File: config.mk
export PLATFORM = sky130hd
export DESIGN_NAME = grp_irq_arb
export DESIGN_NICKNAME = d
export VERILOG_FILES = /design/src/rtl/grp_irq_arb_pkg.sv /design/src/rtl/grp_irq_arb_ctrl.sv /design/src/rtl/grp_irq_arb_resolve.sv /design/src/rtl/grp_irq_arb_dp.sv /design/src/rtl/grp_irq_arb.sv
export SDC_FILE = /design/constraint.sdc
export NUM_CORES = 2
export LEC_CHECK = 0
export ABC_CLOCK_PERIOD_IN_PS = 33900
export BUFFER_PORTS_ARGS = -buffer_cell sky130_fd_sc_hd__buf_2
export CAP_MARGIN = 25
export CORE_ASPECT_RATIO = 1.1
export CORE_MARGIN = 4
export CORE_UTILIZATION = 60
export CTS_CLUSTER_SIZE = 14
export DETAILED_ROUTE_END_ITERATION = 10
export GPL_TIMING_DRIVEN = 0
export PLACE_DENSITY = 0.82
export SKIP_CTS_REPAIR_TIMING = 1
export SLEW_MARGIN = 10
export SYNTH_ARGS = -nofsm -noshare
export SYNTH_HDL_FRONTEND = slang
export SYNTH_SLANG_ARGS = --single-unit
File: constraint.sdc
create_clock -name clk -period 33.9 [get_ports clk]
set_input_delay 1.695 -clock clk [delete_from_list [all_inputs] [get_ports clk]]
set_output_delay 1.695 -clock clk [all_outputs]
set_load 0.05 [all_outputs]
File: src/rtl/grp_irq_arb_pkg.sv
package grp_irq_arb_pkg;

  typedef enum logic [2:0] {
    RD_NONE,
    RD_MASK,
    RD_PRIO,
    RD_CFG,
    RD_VEC
  } rdKind_e;

  typedef struct packed {
    logic    maskWr;
    logic    prioWr;
    logic    cfgWr;
    rdKind_e rdKind;
    logic [7:0] idx;
  } strobe_t;

  localparam int SLOT_W = 3;
  localparam int SLOTS  = 8;

  // LSB position of priority slot p inside a group slot register
  function automatic int slotLsb(input int p);
    if (p < 4) return 20 + (3 - p) * 3;
    else       return 4 + (7 - p) * 3;
  endfunction

  // bits covered by the eight slot fields
  function automatic logic [31:0] slotFieldMask();
    logic [31:0] m;
    m = '0;
    for (int p = 0; p < SLOTS; p++) m[slotLsb(p) +: SLOT_W] = '1;
    return m;
  endfunction

  // reset value: slot p holds member p
  function automatic logic [31:0] identitySlots();
    logic [31:0] v;
    v = '0;
    for (int p = 0; p < SLOTS; p++) v[slotLsb(p) +: SLOT_W] = SLOT_W'(p);
    return v;
  endfunction

endpackage

File: src/rtl/grp_irq_arb_ctrl.sv
module grp_irq_arb_ctrl
  import grp_irq_arb_pkg::*;
#(
  parameter int MASK_REGS = 4,
  parameter int GRP_COUNT = 8,
  parameter int ADDR_W    = 4
) (
  input  logic [ADDR_W-1:0] regAddr,
  input  logic              wrEn,
  output strobe_t           strb
);
  localparam int PRIO_BASE = MASK_REGS;
  localparam int CFG_ADDR  = PRIO_BASE + GRP_COUNT;
  localparam int VEC_ADDR  = CFG_ADDR + 1;

  always_comb begin
    int a;
    a = int'(regAddr);
    strb = '{maskWr: 1'b0, prioWr: 1'b0, cfgWr: 1'b0, rdKind: RD_NONE, idx: 8'd0};
    if (a < MASK_REGS) begin
      strb.rdKind = RD_MASK;
      strb.maskWr = wrEn;
      strb.idx    = 8'(a);
    end else if (a < CFG_ADDR) begin
      strb.rdKind = RD_PRIO;
      strb.prioWr = wrEn;
      strb.idx    = 8'(a - PRIO_BASE);
    end else if (a == CFG_ADDR) begin
      strb.rdKind = RD_CFG;
      strb.cfgWr  = wrEn;
    end else if (a == VEC_ADDR) begin
      strb.rdKind = RD_VEC;
    end
  end
endmodule

File: src/rtl/grp_irq_arb_resolve.sv
module grp_irq_arb_resolve
  import grp_irq_arb_pkg::*;
#(
  parameter int NUM_SRC   = 128,
  parameter int GRP_COUNT = 8,
  parameter int VEC_W     = 7
) (
  input  logic [NUM_SRC-1:0]         elig,
  input  logic [GRP_COUNT-1:0][31:0] slotRegs,
  input  logic [VEC_W-1:0]           topSrc,
  output logic [VEC_W-1:0]           winSrc,
  output logic                       anyHit
);
  localparam int FIXED_BASE = GRP_COUNT * SLOTS;

  logic [GRP_COUNT-1:0]        grpHit;
  logic [GRP_COUNT-1:0][2:0]   grpMem;

  // per-group rank resolution
  always_comb begin
    logic [3:0] rank;
    logic [3:0] best;
    logic       hit;
    logic [2:0] mem;
    for (int g = 0; g < GRP_COUNT; g++) begin
      hit  = 1'b0;
      best = 4'd15;
      mem  = 3'd0;
      for (int m = 0; m < SLOTS; m++) begin
        rank = 4'd8;
        for (int p = SLOTS - 1; p >= 0; p--) begin
          if (slotRegs[g][slotLsb(p) +: SLOT_W] == 3'(m)) rank = 4'(p);
        end
        if (elig[g*SLOTS + m] && (!hit || rank < best)) begin
          hit  = 1'b1;
          best = rank;
          mem  = 3'(m);
        end
      end
      grpHit[g] = hit;
      grpMem[g] = mem;
    end
  end

  // fixed range, then groups, then override
  always_comb begin
    winSrc = '0;
    for (int s = NUM_SRC - 1; s >= FIXED_BASE; s--) begin
      if (elig[s]) winSrc = VEC_W'(s);
    end
    for (int g = GRP_COUNT - 1; g >= 0; g--) begin
      if (grpHit[g]) winSrc = VEC_W'(g * SLOTS) + VEC_W'(grpMem[g]);
    end
    if (topSrc != '0 && elig[topSrc]) winSrc = topSrc;
    anyHit = |elig;
  end
endmodule

File: src/rtl/grp_irq_arb_dp.sv
module grp_irq_arb_dp
  import grp_irq_arb_pkg::*;
#(
  parameter int NUM_SRC   = 128,
  parameter int GRP_COUNT = 8,
  parameter int MASK_REGS = 4,
  parameter int VEC_W     = 7
) (
  input  logic               clk,
  input  logic               rstN,
  input  logic [NUM_SRC-1:0] pendIn,
  input  strobe_t            strb,
  input  logic [31:0]        wrData,
  output logic [31:0]        rdData,
  output logic [VEC_W-1:0]   vecQ,
  output logic               irqQ
);
  localparam logic [31:0] SLOT_MASK  = slotFieldMask();
  localparam logic [31:0] SLOT_RESET = identitySlots();
  localparam int          CFG_LSB    = 24;

  logic [MASK_REGS-1:0][31:0] maskQ;
  logic [GRP_COUNT-1:0][31:0] slotQ;
  logic [VEC_W-1:0]           topQ;
  logic [NUM_SRC-1:0]         maskFlat;
  logic [NUM_SRC-1:0]         elig;
  logic [VEC_W-1:0]           winSrc;
  logic                       anyHit;

  for (genvar i = 0; i < MASK_REGS; i++) begin : g_mask
    always_ff @(posedge clk or negedge rstN) begin
      if (!rstN) maskQ[i] <= '0;
      else if (strb.maskWr && strb.idx == 8'(i)) maskQ[i] <= wrData;
    end
  end

  for (genvar i = 0; i < GRP_COUNT; i++) begin : g_slot
    always_ff @(posedge clk or negedge rstN) begin
      if (!rstN) slotQ[i] <= SLOT_RESET;
      else if (strb.prioWr && strb.idx == 8'(i)) slotQ[i] <= wrData & SLOT_MASK;
    end
  end

  always_ff @(posedge clk or negedge rstN) begin
    if (!rstN) topQ <= '0;
    else if (strb.cfgWr) topQ <= wrData[CFG_LSB +: VEC_W];
  end

  // MSB-first enable numbering
  for (genvar s = 0; s < NUM_SRC; s++) begin : g_en
    assign maskFlat[s] = maskQ[s / 32][31 - (s % 32)];
  end

  // source 0 means "none" and never competes
  assign elig = pendIn & maskFlat & ~NUM_SRC'(1);

  grp_irq_arb_resolve #(
    .NUM_SRC(NUM_SRC), .GRP_COUNT(GRP_COUNT), .VEC_W(VEC_W)
  ) u_resolve (
    .elig(elig), .slotRegs(slotQ), .topSrc(topQ),
    .winSrc(winSrc), .anyHit(anyHit)
  );

  always_ff @(posedge clk or negedge rstN) begin
    if (!rstN) begin
      vecQ <= '0;
      irqQ <= 1'b0;
    end else begin
      vecQ <= winSrc;
      irqQ <= anyHit;
    end
  end

  always_comb begin
    rdData = '0;
    unique case (strb.rdKind)
      RD_MASK: for (int i = 0; i < MASK_REGS; i++) if (strb.idx == 8'(i)) rdData = maskQ[i];
      RD_PRIO: for (int i = 0; i < GRP_COUNT; i++) if (strb.idx == 8'(i)) rdData = slotQ[i];
      RD_CFG:  rdData = 32'(topQ) << CFG_LSB;
      RD_VEC:  rdData = 32'(vecQ);
      default: rdData = '0;
    endcase
  end
endmodule

File: src/rtl/grp_irq_arb.sv
module grp_irq_arb
  import grp_irq_arb_pkg::*;
#(
  parameter int NUM_SRC   = 128,
  parameter int GRP_COUNT = 8,
  parameter int MASK_REGS = NUM_SRC / 32,
  parameter int VEC_W     = $clog2(NUM_SRC),
  parameter int ADDR_W    = $clog2(MASK_REGS + GRP_COUNT + 2)
) (
  input  logic               clk,
  input  logic               rstN,
  input  logic [NUM_SRC-1:0] pendIn,
  input  logic [ADDR_W-1:0]  regAddr,
  input  logic               wrEn,
  input  logic [31:0]        wrData,
  output logic [31:0]        rdData,
  output logic               irqReq
);
  strobe_t          strb;
  logic [VEC_W-1:0] vecQ;

  grp_irq_arb_ctrl #(
    .MASK_REGS(MASK_REGS), .GRP_COUNT(GRP_COUNT), .ADDR_W(ADDR_W)
  ) u_ctrl (
    .regAddr(regAddr), .wrEn(wrEn), .strb(strb)
  );

  grp_irq_arb_dp #(
    .NUM_SRC(NUM_SRC), .GRP_COUNT(GRP_COUNT), .MASK_REGS(MASK_REGS), .VEC_W(VEC_W)
  ) u_dp (
    .clk(clk), .rstN(rstN), .pendIn(pendIn), .strb(strb), .wrData(wrData),
    .rdData(rdData), .vecQ(vecQ), .irqQ(irqReq)
  );
endmodule

# Yosys cells after proc, flatten, opt, wreduce, memory -nomap -nowiden
# Cells that the tools add are included.
# Widths: inputs -> output; s select.
[word_totals]
regBits = 335
out_inout_bits = 33
[classes]
add_sub_neg = 8
order_cmp = 58
n_eq_ne = 461
mux = 776
bitwise_logic = 1
reduce_logical = 237
[op_table]
columns = ["operator", "count"]
rows = [
  ["$mux 4", 559],
  ["$eq 3x3->1 const B", 257],
  ["$mux 7", 73],
  ["$eq 3x2->1 const B", 130],
  ["$mux 32", 12],
  ["$lt 4x4->1", 55],
  ["$eq 3x1->1 const B", 65],
  ["$logic_not 3->1", 56],
  ["$and 128x128->128", 1],
  ["$pmux 32 s4", 1],
  ["$reduce_or 127->1", 1],
  ["$mux 3", 39],
  ["$mux 1", 76],
  ["$logic_and 1x1->1", 68],
  ["$logic_not 1->1", 55],
  ["$logic_or 1x1->1", 55],
  ["$eq 8x3->1 const B", 4],
  ["$add 6x3->7 const A", 4],
  ["$mux 2", 13],
  ["$eq 8x2->1 const B", 2],
  ["$add 5x3->6 const A", 2],
  ["$mux 11", 1],
  ["$eq 4x3->1 const B", 2],
  ["$eq 8x1->1 const B", 1],
  ["9 further kinds", 9],
]

# Depth between registers and ports, before layout
[logic_depth]
depth_word = 74
ltp_mapped = 66
mapped_depth_nobuf = 64

# Hierarchy
# Synthesis repeated with hierarchy kept, for this count alone.
[hier_totals]
hier_cells = 4494
hier_area_um2 = 36321.1
[modules_own_cells]
columns = ["mod", "instances", "cells_each", "area_per_inst_um2", "seq_area_each_um2"]
rows = [
  ["grp_irq_arb_resolve", 1, 3233, 19840.3, 0.0],
  ["grp_irq_arb_dp", 1, 1241, 16339.4, 8503.2],
  ["grp_irq_arb_ctrl", 1, 20, 141.4, 0.0],
]

# Worst setup path before layout
# OpenSTA, ideal clock, no wires.
[synth_timing]
path_kind = "input-to-reg"
startpoint = "input port pendIn[32]"
endpoint = "register u_dp.vecQ[1]"
setup_ns = 0.153
t_arrival_ns = 12.348
required_ns = 33.747
slack_ns = 21.400
stages = 47
cell_sequence = "nand2_1 -> a21oi_1 -> ha_1 -> or2_2 -> or4_1 -> a21oi_1 -> o21ai_1 -> mux2_2 -> ha_1 -> or3_1 -> or3_1 -> a21oi_1 -> nand2_1 -> o21a_1 -> ha_1 -> o21a_1 -> o21ai_0 -> o21bai_1 -> (+11 left out) -> o21bai_1 -> o41ai_2 -> mux2_2 -> ha_1 -> a21o_1 -> a21oi_1 -> o221ai_1 -> o31ai_1 -> nand2_1 -> o21a_1 -> ha_1 -> o2111ai_1 -> nand3_1 -> a31oi_1 -> or4_1 -> a211oi_1 -> a211o_1 -> a32oi_1"
[synth_between]
elab_chain_len = 37
word_cells_on_any_way = 61
[synth_rtl]
columns = ["item", "line_no", "rtl"]
rows = [
  ["start, declared", "grp_irq_arb.sv:12", "input logic [NUM_SRC-1:0] pendIn,"],
  ["$and 128x128->128 *", "grp_irq_arb_dp.sv:55", "assign elig = pendIn & maskFlat & ~NUM_SRC'(1);"],
  ["$mux 4 or $mux 1 (tied branches)", "grp_irq_arb_resolve.sv:34", "if (elig[g*SLOTS + m] && (!hit || rank < best)) begin"],
  ["$lt 4x4->1 or $logic_not 1->1 (tied branches)", "grp_irq_arb_resolve.sv:34", ""],
  ["$logic_or 1x1->1", "grp_irq_arb_resolve.sv:34", ""],
  ["$logic_and 1x1->1", "grp_irq_arb_resolve.sv:34", ""],
  ["$mux 4 or $mux 1 (tied branches)", "grp_irq_arb_resolve.sv:34", ""],
  ["$lt 4x4->1 or $logic_not 1->1 (tied branches)", "grp_irq_arb_resolve.sv:34", ""],
  ["$logic_or 1x1->1", "grp_irq_arb_resolve.sv:34", ""],
  ["(+18 left out)", "-", ""],
  ["$lt 4x4->1 or $logic_not 1->1 (tied branches)", "grp_irq_arb_resolve.sv:34", ""],
  ["$logic_or 1x1->1", "grp_irq_arb_resolve.sv:34", ""],
  ["$logic_and 1x1->1", "grp_irq_arb_resolve.sv:34", ""],
  ["$mux 3", "grp_irq_arb_resolve.sv:34", ""],
  ["$add 6x3->7", "grp_irq_arb_resolve.sv:52", "if (grpHit[g]) winSrc = VEC_W'(g * SLOTS) + VEC_W'(grpMem[g]);"],
  ["$mux 7 (5 in a row)", "grp_irq_arb_resolve.sv:52", ""],
  ["$mux 7 *", "grp_irq_arb_resolve.sv:54", "if (topSrc != '0 && elig[topSrc]) winSrc = topSrc;"],
  ["via u_dp.u_resolve.winSrc[1]", "grp_irq_arb_resolve.sv:11", "output logic [VEC_W-1:0] winSrc,"],
  ["end signal, assigned", "grp_irq_arb_dp.sv:69", "vecQ <= winSrc;"],
  ["end, declared", "grp_irq_arb_dp.sv:15", "output logic [VEC_W-1:0] vecQ,"],
]
# Mark *: on every way through the listed nets, which the timed path passes. The rest lies on a longest branch. The select of a mux whose other input is x is not followed.
# A chain may end at the register's enable or synchronous reset.

# Worst setup path after layout
[layout_timing]
startpoint = "register u_dp.slotQ[207] (netlist name)"
endpoint = "register u_dp.vecQ[2]"
[layout_between]
elab_chain_len = 44
word_cells_on_any_way = 105
[layout_rtl]
columns = ["item", "line_no", "rtl"]
rows = [
  ["start, declared", "grp_irq_arb_dp.sv:23", "logic [GRP_COUNT-1:0][31:0] slotQ;"],
  ["start signal, assigned by index", "grp_irq_arb_dp.sv:40", "else if (strb.prioWr && strb.idx == 8'(i)) slotQ[i] <= wrData & SLOT_MASK;"],
  ["$logic_not 3->1", "grp_irq_arb_resolve.sv:32", "if (slotRegs[g][slotLsb(p) +: SLOT_W] == 3'(m)) rank = 4'(p);"],
  ["$mux 4 (5 in a row)", "grp_irq_arb_resolve.sv:32", ""],
  ["$mux 4", "grp_irq_arb_resolve.sv:34", ""],
  ["$lt 4x4->1", "grp_irq_arb_resolve.sv:34", ""],
  ["$logic_or 1x1->1", "grp_irq_arb_resolve.sv:34", ""],
  ["$logic_and 1x1->1", "grp_irq_arb_resolve.sv:34", ""],
  ["$mux 4 or $mux 1 (tied branches)", "grp_irq_arb_resolve.sv:34", ""],
  ["$lt 4x4->1 or $logic_not 1->1 (tied branches)", "grp_irq_arb_resolve.sv:34", ""],
  ["(+19 left out)", "-", ""],
  ["$lt 4x4->1 or $logic_not 1->1 (tied branches)", "grp_irq_arb_resolve.sv:34", ""],
  ["$logic_or 1x1->1", "grp_irq_arb_resolve.sv:34", ""],
  ["$logic_and 1x1->1", "grp_irq_arb_resolve.sv:34", ""],
  ["$mux 3", "grp_irq_arb_resolve.sv:34", ""],
  ["$add 6x3->7", "grp_irq_arb_resolve.sv:52", ""],
  ["$mux 7 * (7 in a row)", "grp_irq_arb_resolve.sv:52", ""],
  ["$mux 7 *", "grp_irq_arb_resolve.sv:54", ""],
  ["via u_dp.u_resolve.winSrc[2]", "grp_irq_arb_resolve.sv:11", ""],
]
# Mark *: on every way through the listed nets, which the timed path passes. The rest lies on a longest branch.

==> impl_metrics.ini <==
[timing]
tns_ps = 0
slew_viol_final = 0
final-hold-violation-count = 0
period_share = 0.445
period_minus_slack_ps = 15080
tightestPinTransition_ps = 1380
rsz0062_at_grt = no
maxSlewHeadroom = 0.0799
max_freq_ghz = 0.0663
finalSetupViolations = 0
clock_skew_ps = 18.6

[logic_synthesis]
synth_area_leaders = dfrtp_1 17%, mux2_2 11%, dfstp_2 7.2%
synth_top_area_frac = 0.170
synth_commonest_cells = 608 x nand2_1, 423 x nor2_1, 350 x mux2_2
syn_inst = 4496
yosysWarnings = 0
yosysUniqueCellTypes = 105
synth.most_common_cell = nand2_1
async_reset_ff_frac = 1.00
synthFlopType = dfrtp_1
synth_area_per_cell_um2 = 7.81
yosysSeqAreaShare = 0.242
synth_edf_count = 0
synth-seq-cells = 335
syn-cell-area_mm2 = 0.0351
syn-num-nets = 4828
yosysTopAreaCell = dfrtp_1

[final_layout]
seq_area_mm2 = 0.00850
multi_input_area_mm2 = 0.0250
post-route-cell-area_mm2 = 0.0388
layout.nets = 5091
fill_cells = 5094
drive_gt1_frac = 0.187
area_growth_pct = 10.4

[clock_network]
tritoncts = built
cts_buffers = 37
cts_root_buf = clkbuf_16
cts_buffer_depth = 3
cts.sinks = 335
clk_pin_slew_ps = 60
clock_latency_ps = 580
htreeDepth = 2

[status]
status = finished clean

[critical_path]
path_max_fanout = 10
critPathSlowestCell = o31ai_1
critical_path_class = flip-flop to flip-flop
crit_required_ps = 34250
critPathCaptureType = flip-flop
cp-start-kind = flip-flop
max_stage_delay_ps = 700
crit_arrival_ps = 15430
path_common_cell = o21ai_0
crit_family = compound AO/OA/AOI/OAI gates
cp_num_buf_inv = 5

[global_routing]
grt_pass1_vias = 36800
grtUsageTotal = 0.492
grt_max_degree = 107
grt_remaining_overflow = 0
grt_pass1_wl_mm = 231
antenna_found_initial = 16

[floorplan]
rows = 92
start_util = 0.609
core_mm2 = 0.0577
io_pins = 200
die_x_um = 239
dieArea_mm2 = 0.0625
die_h_um = 262

[placed_design]
port_buffers = 196
place_congestion = 1.12
dp_hpwl_mm = 126
placed_area_mm2 = 0.0375

[power]
power_w = 0.00307
p_leak_nw = 17.0
ir_worst_vdd_v = 0.0000606
power_density_mw_per_mm2 = 79.3

[worst_hold_path]
hold_path_class = flip-flop to flip-flop

[detailed_routing]
dr.first_iter.drc_count = 5901
route.detailed.drc = 0
wl_per_cell_um = 28.7
ant_nets = 0
wirelength_mm = 160
first_pass_iters = 10
vias = 39600
via_per_inst = 7.12

[run]
cap_violations = 0
-- kinds of logic after synthesis --
| logic type | share of synthesized area |
|---|---|
| AOI/OAI and AO/OA | 0.228 |
| adders and majority gates | 0.0590 |
| buffers and inverters | 0.0455 |
| DFF | 0.242 |
| muxes | 0.148 |
| and+or+nand+nor | 0.277 |
-- final cells by class --
class / instances / share of cell area
sequential: 335 / 0.219
timing repair buffer: 224 / 0.0360
clock inverter: 18 / 0.00516
inverter: 116 / 0.0112
multi-input combinational: 3741 / 0.646
tap: 752 / 0.0243
clock buffer: 50 / 0.0273
antenna: 11 / 0.000710
buffer: 304 / 0.0303
-- per-layer routing --
metal  GRT usage  vias up  part of all wire
li1            -    17100                 -
met1       0.593    18700              0.35
met2       0.741     2962              0.42
met3       0.154      772              0.14
met4       0.364       10             0.093
met5           0        -           0.00032
-- stage by stage --
stage	setup slack [ps]	hold slack (ps)	utilization	instances
final	18820	516	0.672	5551
after global placement	18050	489	0.643	5444
after floorplan	21400	480	-	4496
after global routing	17850	553	0.672	5540
after CTS	19300	509	0.672	5539
after detailed placement	18910	495	0.650	5471
-- worst reg2reg max path, delay by kind of cell (launching register included) --
kind	cells	cell delay, ps
adder cells (fa/ha/maj)	7	2060
AND/OR/NAND/NOR	16	2650
flip-flops	1	520
multiplexers	3	1170
buffers and inverters	5	1150
AO/OA/AOI/OAI	29	7280
-- power breakdown --
part / internal, W / switching (W) / total [W]
combinational: 0.000754 / 0.00126 / 0.00201
sequential: 0.000519 / 0.000111 / 0.000630
clock: 0.000245 / 0.000189 / 0.000434
total: 0.00152 / 0.00156 / 0.00307
-- cell usage in the layout, fill, tap and decap left out, types with 43 or more instances in the layout --
| cell type | instances |
|---|---|
| nand2_1 | 608 |
| nor2_1 | 423 |
| mux2_2 | 350 |
| a21oi_1 | 316 |
| clkbuf_1 | 268 |
| dfrtp_1 | 239 |
| o21ai_0 | 237 |
| buf_2 | 212 |
| ha_1 | 165 |
| nand3_1 | 163 |
| nor3_1 | 130 |
| inv_1 | 114 |
| nor3b_1 | 100 |
| dfstp_2 | 96 |
| o21a_1 | 95 |
| nand3b_1 | 81 |
| nand2b_1 | 74 |
| a31oi_1 | 56 |
| a21o_1 | 54 |
| a222oi_1 | 47 |
| and2_1 | 43 |
-- registers in the layout, indices dropped and copies added, names as in the netlist --
signal and flops:
u_dp.topQ 7, u_dp.maskFlat 128, u_dp.vecQ 7, u_dp.slotQ 192
u_dp.irqQ 1
-- path summary, 6_finish.rpt --
path                                  start                 to  slack [ps]  depth (start not counted)
max                         u_dp.slotQ[207]       u_dp.vecQ[2]       18820                         60
min in group asynchronous              rstN  u_dp.maskFlat[57]        1040                          1
min reg2reg                u_dp.maskFlat[0]   u_dp.maskFlat[0]         520                          1
max reg2reg                 u_dp.slotQ[207]       u_dp.vecQ[2]       18820                         60
max in group asynchronous              rstN     u_dp.slotQ[90]       31450                          3
min                        u_dp.maskFlat[0]   u_dp.maskFlat[0]         520                          1
(Power assumes the default switching activity.)
